===== src/rtl/incond_pkg.sv =====
package incond_pkg;

  // Width of a counter that must hold the values 0 .. hold-1.
  function automatic int count_bits(input int hold);
    return (hold <= 2) ? 1 : $clog2(hold);
  endfunction

  // Rising edges from the first edge that samples a pin change to the
  // edge that updates the clean level.
  function automatic int settle_latency(input int stages, input int hold);
    return stages + hold;
  endfunction

  typedef enum logic [1:0] {
    EDGE_NONE = 2'd0,
    EDGE_UP   = 2'd1,
    EDGE_DOWN = 2'd2
  } edge_kind_e;

endpackage


===== src/rtl/incond_sync.sv =====
module incond_sync #(
  parameter int STAGES = 2
) (
  input  logic clk,
  input  logic rst,
  input  logic din,
  output logic dout
);

  logic [STAGES-1:0] chain_q;

  for (genvar gi = 0; gi < STAGES; gi++) begin : g_stage
    if (gi == 0) begin : g_first
      always_ff @(posedge clk) begin
        if (rst) chain_q[gi] <= 1'b0;
        else     chain_q[gi] <= din;
      end
    end else begin : g_next
      always_ff @(posedge clk) begin
        if (rst) chain_q[gi] <= 1'b0;
        else     chain_q[gi] <= chain_q[gi-1];
      end
    end
  end

  assign dout = chain_q[STAGES-1];

endmodule


===== src/rtl/incond_debounce.sv =====
module incond_debounce
  import incond_pkg::*;
#(
  parameter int HOLD_CYCLES = 10
) (
  input  logic clk,
  input  logic rst,
  input  logic sample,
  output logic level,
  output logic rise,
  output logic fall
);

  localparam int CW = count_bits(HOLD_CYCLES);
  localparam logic [CW-1:0] LAST = CW'(HOLD_CYCLES - 1);

  logic [CW-1:0] run_cnt;
  logic          level_q;
  logic          rise_q;
  logic          fall_q;

  // Internal events, named for the assertions below.
  logic       mismatch;
  logic       run_done;
  edge_kind_e next_edge;

  assign mismatch = (sample != level_q);
  assign run_done = mismatch && (run_cnt == LAST);

  always_comb begin
    next_edge = EDGE_NONE;
    if (run_done) next_edge = sample ? EDGE_UP : EDGE_DOWN;
  end

  always_ff @(posedge clk) begin
    if (rst) begin
      run_cnt <= '0;
      level_q <= 1'b0;
      rise_q  <= 1'b0;
      fall_q  <= 1'b0;
    end else begin
      if (!mismatch || run_done) run_cnt <= '0;
      else                       run_cnt <= run_cnt + CW'(1);
      if (run_done) level_q <= sample;
      rise_q <= (next_edge == EDGE_UP);
      fall_q <= (next_edge == EDGE_DOWN);
    end
  end

  assign level = level_q;
  assign rise  = rise_q;
  assign fall  = fall_q;

  AST_NO_OVERFLOW: assert property (@(posedge clk) disable iff (rst) run_cnt <= LAST);
  AST_FLIP_NEEDS_MISMATCH: assert property (@(posedge clk) disable iff (rst)
    (level_q != $past(level_q)) |-> $past(mismatch));
  AST_CHANGE_STROBED: assert property (@(posedge clk) disable iff (rst)
    (level_q != $past(level_q)) |-> (rise_q || fall_q));
  AST_RISE_MARKS_UP: assert property (@(posedge clk) disable iff (rst)
    rise_q |-> (level_q && !$past(level_q)));
  AST_RISE_ONE_CYCLE: assert property (@(posedge clk) disable iff (rst)
    rise_q |=> !rise_q);
  AST_FALL_MARKS_DOWN: assert property (@(posedge clk) disable iff (rst)
    fall_q |-> (!level_q && $past(level_q)));
  AST_FALL_ONE_CYCLE: assert property (@(posedge clk) disable iff (rst)
    fall_q |=> !fall_q);
  AST_STROBES_EXCLUSIVE: assert property (@(posedge clk) disable iff (rst)
    !(rise_q && fall_q));

endmodule


===== src/rtl/input_conditioner.sv =====
module input_conditioner
  import incond_pkg::*;
#(
  parameter int WAIT_CYCLES = 10,
  parameter int SYNC_STAGES = 2
) (
  input  logic clk,
  input  logic rst,
  input  logic noisy_in,
  output logic clean_level,
  output logic rise_pulse,
  output logic fall_pulse
);

  localparam int LATENCY = settle_latency(SYNC_STAGES, WAIT_CYCLES);

  logic synced;

  incond_sync #(
    .STAGES(SYNC_STAGES)
  ) u_sync (
    .clk (clk),
    .rst (rst),
    .din (noisy_in),
    .dout(synced)
  );

  incond_debounce #(
    .HOLD_CYCLES(WAIT_CYCLES)
  ) u_debounce (
    .clk   (clk),
    .rst   (rst),
    .sample(synced),
    .level (clean_level),
    .rise  (rise_pulse),
    .fall  (fall_pulse)
  );

  initial begin
    AST_LATENCY_SANE: assert (LATENCY >= 2);
  end

  AST_RESET_CLEARS: assert property (@(posedge clk)
    rst |=> (!clean_level && !rise_pulse && !fall_pulse));
  AST_SYNC_CLEARED: assert property (@(posedge clk)
    rst |=> !synced);

endmodule


===== config.mk =====
export PLATFORM = sky130hd
export DESIGN_NAME = input_conditioner
export DESIGN_NICKNAME = d
export VERILOG_FILES = /design/src/rtl/incond_pkg.sv /design/src/rtl/incond_sync.sv /design/src/rtl/incond_debounce.sv /design/src/rtl/input_conditioner.sv
export SDC_FILE = /design/constraint.sdc
export NUM_CORES = 1
export LEC_CHECK = 0
export CORE_AREA = 2 2 39 41
export DETAILED_ROUTE_END_ITERATION = 8
export DIE_AREA = 0 0 41 43
export GPL_TIMING_DRIVEN = 0
export MAX_ROUTING_LAYER = met4
export PLACE_DENSITY = 0.46
export SYNTH_ARGS = -nofsm -noshare
export SYNTH_HDL_FRONTEND = slang
export SYNTH_HIERARCHICAL = 1
export SYNTH_SLANG_ARGS = --single-unit

===== constraint.sdc =====
create_clock -name clk -period 3.5 [get_ports clk]
set_clock_uncertainty 0.2 [all_clocks]
set_input_delay 0.7 -clock clk [delete_from_list [all_inputs] [get_ports clk]]
set_output_delay 0.7 -clock clk [all_outputs]
set_load 0.005 [all_outputs]

# After elaboration in Yosys (flattened, before gate mapping)

Index checks and enable logic that the tools add are counted.

Eq/ne operators: 4
$add $sub $neg: 1
Reductions and logical operators: 4
Muxes and demuxes: 2

Operators by type and width:

| kind                                                                  | count |
|---|---|
| 4-bit by 1-bit adder with 4-bit output, second input constant         | 1 |
| 4-bit equality test, second input constant                            | 1 |
| 2-bit 2-to-1 mux                                                      | 2 |
| 2-bit by 1-bit equality test with 1-bit output, second input constant | 1 |
| 2-bit equality test, second input constant                            | 1 |
| 2-bit OR reduction                                                    | 1 |
| 1-bit logical AND                                                     | 1 |
| 1-bit zero test                                                       | 1 |
| 1-bit logical OR                                                      | 1 |
| 1-bit inequality test                                                 | 1 |

Flip-flop bits (word level): 9
Logic and storage cells: 17
Bits of input ports: 3
Output and inout port bits: 3

# Depth between registers and ports, before layout

Depth in word-level cells: 4
Mapped depth: 5
Depth with buffers taken out: 5

# Cells and area by module

Netlist, hierarchy kept.

By module, submodules not included:

| module          | cells each | times used | area an instance (um^2) | sequential area each (um^2) |
|---|---|---|---|---|
| incond_debounce | 24         | 1          | 274.0                   | 140.1 |
| incond_sync     | 4          | 1          | 52.6                    | 40.0 |

# Worst setup path after synthesis

Ideal clock, no wire load.

Kind: register to output
Start point: reg u_debounce.level_q, in the netlist u_debounce/level
End point: out clean_level
Cell stages (with the launch flop): 1
Required time: 2.600 ns
Arrival time: 0.369 ns
Setup slack: 2.231 ns
Buffers on the path: 0
Cell sequence: dfxtp_1

RTL lines:

| what                     | RTL line                | text |
|---|---|---|
| start: declaration       | incond_debounce.sv:18   | `logic level_q;` |
| start signal: assignment | incond_debounce.sv:44   | `if (run_done) level_q <= sample;` |
| end: declaration         | input_conditioner.sv:10 | `output logic clean_level,` |

No word-level cell between the ends.

# Worst setup path in the final report

Start point: reg u_debounce.level_q, in the netlist u_debounce/level
End point: out clean_level

No word-level cell between the ends.

==> reports/metrics.cfg <==
[clock_tree]
hold_buffers = 0
clk_latency_ps = 260
cts_resized = 0
post_cts_buffers = 0
path_clk_slew_ps = 60
cts.htree.levels = 1
cts_tree = done
root_buffer = clkbuf_4
cts_sinks = 9
cts_made_buffers = 3
cts_buffer_depth = 2

[worst_setup_path]
end_kind = output pin
crit_family = buffers and inverters
cpPeakStageDelay_ps = 530
criticalPathCategory = reg -> out
startpoint_type = flop
worstPathArrival_ps = 1190
crit_chain = clkdlybuf4s50_1
crit_buf_inv = 1
slowest_stage = clkdlybuf4s50_1
cp.required_ps = 2600
cp_max_fo = 5

[place]
numPortBuffers = 5
gp_congestion = 0.6514
dpl.cell_count = 49

[sta]
rsz0062_at_grt = false
max_slew.worst_pin.slew_ps = 269.8
finalCritPeriodShare_pct = 59.59
hold_violations = 0
setup_violations = 0
clock.fmax_ghz = 0.4795
period_needed_ps = 2086
slew_violations = 0
relSlewSlack_pct = 81.76
whs_ps = 258.5
totalNegativeSetupSlack_ps = 0

[layout]
regArea_sq_um = 180.2
final_cells = 53
fillerInstances = 148
final_common_cell = dfxtp_1
n_antenna_cell = 0
multi_input_area_sq_um = 142.6
area_growth_pct = 29.50
drive_above_1_share_pct = 10.81
layout.nets = 43
layout_common_cells = 9 x dfxtp_1, 5 x clkdlybuf4s50_1, 5 x nor2_1, 3 x clkbuf_4

[global_route]
use_met3_pct = 4.712
grt_busiest_layer = met2
grt_start_max_net_pins = 7
grt_pass1_wl_um = 855
gr-usage-met1_pct = 8.117
grt.overflow.total = 0
grt_pass1_vias = 213
antenna_found_initial = 0
grt.met2_usage_pct = 10.00
grt_usage_pct = 8.359

[power_and_ir_drop]
power_frac_comb_pct = 2.8
power_density_nw_per_um2 = 449.9
seqPwrFrac_pct = 55.1
switching_share_pct = 20.55
p_sw_uw = 39.09
pwr-share-clk_pct = 42.1
p_int_uw = 151.2
ir_worst_vdd_mv = 0.1587
p_leak_uw = 0.0001988

[synthesis]
synthTopCellsByArea = dfxtp_1 55%, ha_1 7.7%, nand3b_4 6.1%
synth.largest_area_cell = dfxtp_1
ys_seq_elements = 9
avgSynthCellArea_sq_um = 11.66
ys_seq_area_share_pct = 55.17
yosys_warnings = 6
synth_area_sq_um = 326.6
synthDistinctLibCells = 12
syn_nets = 33
netlist_instances = 28
netlist.area_leader.share_pct = 55.17

[floorplan]
ioPinCount = 6
die_h_um = 43
rows = 14
dieArea_sq_um = 1763
core_area_sq_um = 1384
start_util_pct = 23.60
fp.dieW_um = 41

[run]
cap_viol_max_count = 0

[drt]
drc = 0
via_count = 215
wl_um = 488
first_iter_violations = 1
firstDrtPassIters = 2
antenna_left = 0
drt-wirelength-per-cell_um = 9.208
viasPerCell = 4.057

[hold_path]
min_path_type = reg -> reg

[status]
status = completed

[kinds of logic (layout without fill, tap and decap cells)]
group	after synthesis	in the layout	share of synthesized area (%)
DFF	9	9	55.17
xor gates and xnor gates	3	3	8.047
and+or+nand+nor	12	12	24.90
adders and majority gates	2	2	7.662
muxes	1	1	3.065
buffers and inverters	1	10	1.148
[metal layers]
layer  routed length (um)  share of wire [%]
met1                  213                 44
met2                  250                 51
met3                   24                4.9
met4                    0                  0
met5                    0                  0
[registers in the layout (all words and copies together) (netlist names)]
| signal | cells |
|---|---|
| u_debounce/level | 1 |
| u_debounce/fall | 1 |
| u_sync/chain_q | 1 |
| u_sync/dout | 1 |
| u_debounce/run_cnt | 4 |
| u_debounce/rise | 1 |
[path summary, 6_finish.rpt]
kind	start	endpoint	slack [ps]	cells past startpoint
worst max register to register	u_debounce/run_cnt[0]$_SDFF_PP0_	u_debounce/fall$_SDFF_PP0_	2230	3
worst min-delay path	u_sync/chain_q[0]$_SDFF_PP0_	u_sync/dout$_SDFF_PP0_	260	1
worst max-delay path	u_debounce/level$_SDFFE_PP0P_	clean_level	1410	1
worst min register to register	u_sync/chain_q[0]$_SDFF_PP0_	u_sync/dout$_SDFF_PP0_	260	1
[area by class of cell]
cell class | instances | share of cell area [%]
clock buffers | 4 | 6.213
inverters | 1 | 0.8876
multi-input cells | 18 | 33.73
flip-flops and latches | 9 | 42.60
well taps | 16 | 4.734
repair buffers | 5 | 11.83
[per-stage QoR]
stage / setup WS (ps) / power, uW / utilization (%) / instance area, sq um
2_1_floorplan: 2231 / 109.1 / - / 326.6
4_1_cts: 1407 / 195.6 / 30.56 / 422.9
5_1_grt: 1370 / 202.4 / 30.56 / 422.9
6_report: 1414 / 190.2 / 30.56 / 422.9
3_3_place_gp: 1655 / 112.3 / 28.66 / 396.6
3_5_place_dp: 1624 / 112.5 / 28.66 / 396.6
[Yosys cell counts]
| cell type | count |
|---|---|
| nor2_1 | 5 |
| dfxtp_1 | 9 |
| xnor2_1 | 1 |
| nand3b_4 | 1 |
| mux2i_1 | 1 |
| ha_1 | 2 |
| xor2_1 | 2 |
| nand3_1 | 1 |
| nor2b_1 | 2 |
| inv_1 | 1 |
| nand3b_1 | 1 |
| nor4b_1 | 2 |
[power by group through the flow]
stage,logic (uW),clock network (uW),registers [uW]
detailed placement,5.39,0,107
finish,5.31,80.1,105
floorplan,2.25,0,107
global placement,5.27,0,107
CTS,5.41,85.4,105
global route,5.88,91.5,105
Note: power is estimated with default switching activity, not from simulation.
